File: src/rtl/csk_pkg.sv
package csk_pkg;

    // Number of bits covered by one ripple slice and its skip multiplexer.
    localparam int unsigned GROUP_W = 4;

    // Per-slice propagate / generate bundle.
    typedef struct packed {
        logic [GROUP_W-1:0] prop;
        logic [GROUP_W-1:0] gen;
    } slice_pg_t;

    // Combinational state of one slice.
    typedef struct packed {
        logic [GROUP_W:0]   chain;   // chain[0] = incoming carry, chain[k+1] = carry out of bit k
        logic               skip;    // every bit of the slice propagates
        logic               carry;   // carry handed to the next slice
        logic [GROUP_W-1:0] sum;
    } slice_res_t;

endpackage

File: src/rtl/csk_pg_gen.sv
module csk_pg_gen
    import csk_pkg::*;
#(
    parameter int unsigned WIDTH = 16
) (
    input  logic [WIDTH-1:0] a_i,
    input  logic [WIDTH-1:0] b_i,
    output logic [WIDTH-1:0] prop_o,
    output logic [WIDTH-1:0] gen_o
);

    logic [WIDTH-1:0] prop_d;
    logic [WIDTH-1:0] gen_d;

    // Bit k passes a carry when exactly one operand bit is set,
    // and creates one when both are set.
    always_comb begin
        prop_d = a_i ^ b_i;
        gen_d  = a_i & b_i;
    end

    assign prop_o = prop_d;
    assign gen_o  = gen_d;

endmodule

File: src/rtl/csk_group.sv
module csk_group
    import csk_pkg::*;
(
    input  slice_pg_t          pg_i,
    input  logic               cin_i,
    output logic [GROUP_W-1:0] sum_o,
    output logic               cout_o
);

    slice_res_t res_d;

    always_comb begin
        res_d          = '0;
        res_d.chain[0] = cin_i;
        for (int k = 0; k < GROUP_W; k++) begin
            res_d.chain[k+1] = pg_i.gen[k] | (pg_i.prop[k] & res_d.chain[k]);
        end
        res_d.skip  = &pg_i.prop;
        res_d.sum   = pg_i.prop ^ res_d.chain[GROUP_W-1:0];
        res_d.carry = res_d.skip ? cin_i : res_d.chain[GROUP_W];
    end

    assign sum_o  = res_d.sum;
    assign cout_o = res_d.carry;

    // Reference ripple started with the carry forced low, used only by the checks.
    logic [GROUP_W:0] chain_zero;
    always_comb begin
        chain_zero[0] = 1'b0;
        for (int k = 0; k < GROUP_W; k++) begin
            chain_zero[k+1] = pg_i.gen[k] | (pg_i.prop[k] & chain_zero[k]);
        end
    end

    always_comb begin

        group_skip_chk: assert (!res_d.skip || (res_d.chain[GROUP_W] == cin_i))
            else $error("skip taken but ripple disagrees with incoming carry");

        group_nodep_chk: assert (res_d.skip || (cout_o == chain_zero[GROUP_W]))
            else $error("non-skipping slice carry depends on incoming carry");

        group_sum_chk: assert ({cout_o, sum_o} ==
                               ({1'b0, pg_i.prop} + {pg_i.gen, 1'b0} + {{GROUP_W{1'b0}}, cin_i}))
            else $error("slice total differs from operand arithmetic");
    end

endmodule

File: src/rtl/csk_adder.sv
module csk_adder
    import csk_pkg::*;
#(
    parameter int unsigned WIDTH = 16
) (
    input  logic [WIDTH-1:0] a_i,
    input  logic [WIDTH-1:0] b_i,
    input  logic             cin_i,
    output logic [WIDTH-1:0] sum_o,
    output logic             cout_o
);

    localparam int unsigned NUM_SLICES = WIDTH / GROUP_W;

    // width must fill whole slices
    if ((WIDTH % GROUP_W) != 0 || WIDTH == 0) begin : g_width_bad
        $error("csk_adder: WIDTH must be a nonzero multiple of the slice width");
    end

    logic [WIDTH-1:0]      prop_w;
    logic [WIDTH-1:0]      gen_w;
    logic [NUM_SLICES:0]   slice_carry;
    logic [WIDTH-1:0]      sum_d;

    csk_pg_gen #(.WIDTH(WIDTH)) u_pg (
        .a_i    (a_i),
        .b_i    (b_i),
        .prop_o (prop_w),
        .gen_o  (gen_w)
    );

    assign slice_carry[0] = cin_i;

    for (genvar si = 0; si < NUM_SLICES; si++) begin : g_slice
        slice_pg_t pg_s;
        always_comb begin
            pg_s.prop = prop_w[si*GROUP_W +: GROUP_W];
            pg_s.gen  = gen_w[si*GROUP_W +: GROUP_W];
        end

        csk_group u_grp (
            .pg_i   (pg_s),
            .cin_i  (slice_carry[si]),
            .sum_o  (sum_d[si*GROUP_W +: GROUP_W]),
            .cout_o (slice_carry[si+1])
        );
    end

    assign sum_o  = sum_d;
    assign cout_o = slice_carry[NUM_SLICES];

    always_comb begin

        adder_total_chk: assert ({cout_o, sum_o} ==
                                 ({1'b0, a_i} + {1'b0, b_i} + {{WIDTH{1'b0}}, cin_i}))
            else $error("adder total differs from operand arithmetic");

        adder_allprop_chk: assert (((a_i ^ b_i) != {WIDTH{1'b1}}) ||
                                   ((cout_o == cin_i) && (sum_o == {WIDTH{~cin_i}})))
            else $error("all-propagate operands gave wrong result");
    end

endmodule

File: config.mk
export PLATFORM = sky130hd
export DESIGN_NAME = csk_adder
export DESIGN_NICKNAME = d
export VERILOG_FILES = /design/src/rtl/csk_pkg.sv /design/src/rtl/csk_pg_gen.sv /design/src/rtl/csk_group.sv /design/src/rtl/csk_adder.sv
export SDC_FILE = /design/constraint.sdc
export NUM_CORES = 1
export LEC_CHECK = 0
export ABC_AREA = 1
export CAP_MARGIN = 20
export CELL_PAD_IN_SITES_DETAIL_PLACEMENT = 1
export CELL_PAD_IN_SITES_GLOBAL_PLACEMENT = 1
export CORE_MARGIN = 2
export CORE_UTILIZATION = 25
export DETAILED_ROUTE_END_ITERATION = 8
export PLACE_DENSITY = 0.94
export SYNTH_ARGS = -nofsm -noshare
export SYNTH_HDL_FRONTEND = slang
export SYNTH_SLANG_ARGS = --single-unit
File: constraint.sdc
create_clock -name vclk -period 14.5
set_input_delay 2.9 -clock vclk [all_inputs]
set_output_delay 2.9 -clock vclk [all_outputs]
set_load 0.1 [all_outputs]
**Word-level counts from Yosys, hierarchy flattened**

Cells that the tools add are included.

- Flip-flop bits (word level): 0

- Mux-type cells: 4
- Reduce and logical (&&, ||, !) cells: 4
- Bitwise gates (word level): 38

Operators by type and width:

| operator | count |
|---|---|
| $and 1x1->1 | 16 |
| $and 16x16->16 | 1 |
| $or 1x1->1 | 16 |
| $reduce_and 4->1 | 4 |
| $xor 16x16->16 | 1 |
| $xor 4x4->4 | 4 |
| $mux 1 | 4 |

**Longest topological paths before layout**

- Depth in word-level cells: 37
- Depth in mapped cells: 27
- Gate-level depth less buffers: 27

**Modules after synthesis**

A second synthesis with hierarchy kept.

- Cells, all modules: 80
- Area, all modules: 615.6 sq um

Modules (own cells, without submodules):

| module | cells an instance | area each (sq um) | seq. area each (sq um) | times used |
|---|---|---|---|---|
| csk_group | 16 | 103.8 | 0.0 | 4 |
| csk_pg_gen | 16 | 200.2 | 0.0 | 1 |

**Least setup slack after synthesis**

Ideal clock, no wire load.

- Path kind: input to output
- Start point: in a_i[0]
- End point: out sum_o[15]
- Required time: 11.600 ns
- Arrival: 10.353 ns
- Cell stages on the path: 26
- Buffers on the path: 0
- Setup slack: 1.247 ns
- Cell sequence: inv_1 fa_1 inv_1 fa_1 fa_1 fa_1 o21bai_2 and2_2 fa_1 fa_1 fa_1 fa_1 o21ai_1 nand2_1 fa_1 fa_1 fa_1 fa_1 or2_1 and2_1 fa_1 fa_1 fa_1 inv_1 fa_1 inv_1

- Cells in the longest elaborated chain, start to end: 35
- Elaborated cells between the ends (all ways): 37
- Those cells by class: 3 x mux; 33 x bitwise; 1 x reduce/logical

Ends and longest elaborated chain:

| what | line | source |
|---|---|---|
| from (decl) | csk_adder.sv:6 | `input logic [WIDTH-1:0] a_i,` |
| $xor 16x16->16 | csk_pg_gen.sv:18 | `prop_d = a_i ^ b_i;` |
| $and 1x1->1 | csk_group.sv:16 | `res_d.chain[k+1] = pg_i.gen[k] \| (pg_i.prop[k] & res_d.chain[k]);` |
| $or 1x1->1 | csk_group.sv:16 |  |
| $and 1x1->1 | csk_group.sv:16 |  |
| $or 1x1->1 | csk_group.sv:16 |  |
| $and 1x1->1 | csk_group.sv:16 |  |
| $or 1x1->1 | csk_group.sv:16 |  |
| $and 1x1->1 | csk_group.sv:16 |  |
| [... 19 more ...] | - |  |
| $mux 1 (*) | csk_group.sv:20 | `res_d.carry = res_d.skip ? cin_i : res_d.chain[GROUP_W];` |
| $and 1x1->1 (*) | csk_group.sv:16 |  |
| $or 1x1->1 (*) | csk_group.sv:16 |  |
| $and 1x1->1 (*) | csk_group.sv:16 |  |
| $or 1x1->1 (*) | csk_group.sv:16 |  |
| $and 1x1->1 (*) | csk_group.sv:16 |  |
| $or 1x1->1 (*) | csk_group.sv:16 |  |
| $xor 4x4->4 (*) | csk_group.sv:19 | `res_d.sum = pg_i.prop ^ res_d.chain[GROUP_W-1:0];` |
| to (decl) | csk_adder.sv:9 | `output logic [WIDTH-1:0] sum_o,` |

Every way passes the cells marked *; elsewhere a longest branch is shown, timed or not.

**Final worst setup path**

Ends and elaborated chain as after synthesis.

==> summary.md <==
| Metric | Value |
|---|---|
| CP bufs+invs | 6 |
| WP data arrival | roughly 11,000 ps |
| Via count | 607 |
| Crit-path max cell delay | 430 ps |
| DIE AREA | between 3000 and 4000 um^2 |
| Critical Path Most Common Cell | fa_1 |
| Max-cap violations | 0 |
| Number of sequential cells | 0 |
| Die W | 56.1 um |
| Endpoints failing setup | 0 |
| Register area share after synthesis | 0% |
| Routed WL | roughly 1.8 mm |
| Crit start category | input pin |
| Port Buffers | 50 |
| Most frequent cells in the layout | 45 x clkdlybuf4s50_1, 16 x fa_1, 16 x ha_1, 10 x inv_1, 9 x nand2_1 |
| Setup CP Type | input pin to output pin |
| Critical-path top delay cell | clkdlybuf4s50_1 |
| Synth unique cells | 15 |
| Register area | 0 um^2 |
| Total Routing Usage GR | approximately 13% |
| Overflow after GRT | 0 |
| Critical path's top delay family | adder cells |
| First DRT Iteration DRCs | 7 |
| Core box area | 2520 um^2 |
| CP Capture Type | output pin |
| Final Power | 0.000125 W |
| Vias in the first global route | 749 |
| Status | completed |
| Post-DP HPWL | around 1.8 mm |
| Initial antenna violation count | 0 |
| Std-Cell Rows | 18 |
| RSZ-0062 raised after global routing | no |
| Leading cell type in the layout, fill and taps excluded | clkdlybuf4s50_1 |
| Initial core utilization | 26.9% |
| Clock buffer cells | 0 |
| Nets | 181 |
| # DRC | 0 |
| Io pins | 50 |
| Drt via density | 4.22 |
| CP required | 11,600 ps |
| Area growth, synth to finish | 79.2% |
| DR WL/cell | ~13 um |
| Post-CTS resize count | 0 |
| Routed Antenna Nets | 0 |
| Die height | 56.1 um |
| Peak VDD IR | 0.0000661 V |
| Fin crit period | about 14,000 ps |
| Peak fanout along the critical path | 2 |
| F_max | 72.3 MHz |
| Pwr dens | between 100 and 150 nW/um^2 |
| Setup TNS | 0 ps |
| Warnings from Yosys | 0 |
| Fin crit share | 95.4% |
| Worst setup path startpoint | a_i[0] |
| Final hold vios | 0 |
| Average size of a mapped cell | 10.6 um^2 |
| HP Class | input pin to output pin |
| Hold path start | b_i[15] |
| Ratio of cells with drive above 1 in the final layout | 9.65% |
| Slew Viols, Final | 0 |
| Global-route wire length before repair | 3.22 mm |
| Cell Area, Synth | 679 um^2 |
| TritonRoute pass-1 iters | 3 |
| # diodes | 0 |
| Post-CTS setup buffer count | 0 |
| Post-Syn Nets | 129 |
| Pin count of the biggest net entering global routing | 3 |
| Placer Congestion | 0.710 |
| Mapped Cells | 64 |
| Rel. slew slack | 34.6% |
| Worst Tran Pin Value | between 900 and 1000 ps |
| Static leakage | ~0.55 nW |
| Hold_buf cts | 0 |
## power breakdown
part / total [W] / switching, W / leakage [nW] / internal [W]
combinational: 0.000125 / 0.0000916 / 0.549 / 0.0000331
sequential: 0 / 0 / 0 / 0
clock: 0 / 0 / 0 / 0
total: 0.000125 / 0.0000916 / 0.549 / 0.0000331
## layout make-up
type | count | area (um^2)
timing repair buffer | 50 | 500
inverter | 10 | 37.5
fill | 310 | 1310
tap | 30 | 37.5
multi-input combinational | 54 | 642
## path summary, 6_finish.rpt
path | endpoint | slack [ps] | cells after the start
max | sum_o[15] | 670 | 28
min | sum_o[15] | 6700 | 5
## kinds of logic (layout without fill, tap and decap cells)
| group | count (synthesis) | count (layout) | share of synthesized area (%) |
|---|---|---|---|
| adders and majority gates | 32 | 32 | 76.6 |
| buffers and inverters | 10 | 60 | 5.53 |
| AOI/OAI and AO/OA | 2 | 2 | 2.39 |
| and+or+nand+nor | 20 | 20 | 15.5 |
## Yosys cell counts (all sizes together)
cell | number | share of area, %
and2 | 2 | 2.0
fa | 16 | 47
nand2 | 9 | 5.0
ha | 16 | 29
o21ai | 1 | 0.74
inv | 10 | 5.5
or2 | 2 | 1.8
nand4 | 1 | 0.92
o21bai | 1 | 1.7
nand3 | 3 | 3.7
nor2 | 3 | 2.0
## through the flow
| step | hold WS, ps | util, % | instance area [um^2] | instances | worst slack (ps) |
|---|---|---|---|---|---|
| final | 6700 | 48.3 | 1220 | 144 | 672 |
| after global routing | 6750 | 48.3 | 1220 | 144 | 260 |
| after CTS | 6710 | 48.3 | 1220 | 144 | 538 |
| after detailed placement | 6710 | 48.3 | 1220 | 144 | 603 |
| after global placement | 6680 | 48.3 | 1220 | 144 | 906 |
| after floorplan | 6360 | - | 679 | 64 | 1250 |
## routing by layer
layer	part of all wire, %	track usage, %	vias up
met5	0	0	-
met4	0	0	0
met3	6.2	1.16	0
met2	60	28.7	33
met1	33	12.0	285
li1	-	-	289
No activity file was read; power rests on OpenSTA's default activity.
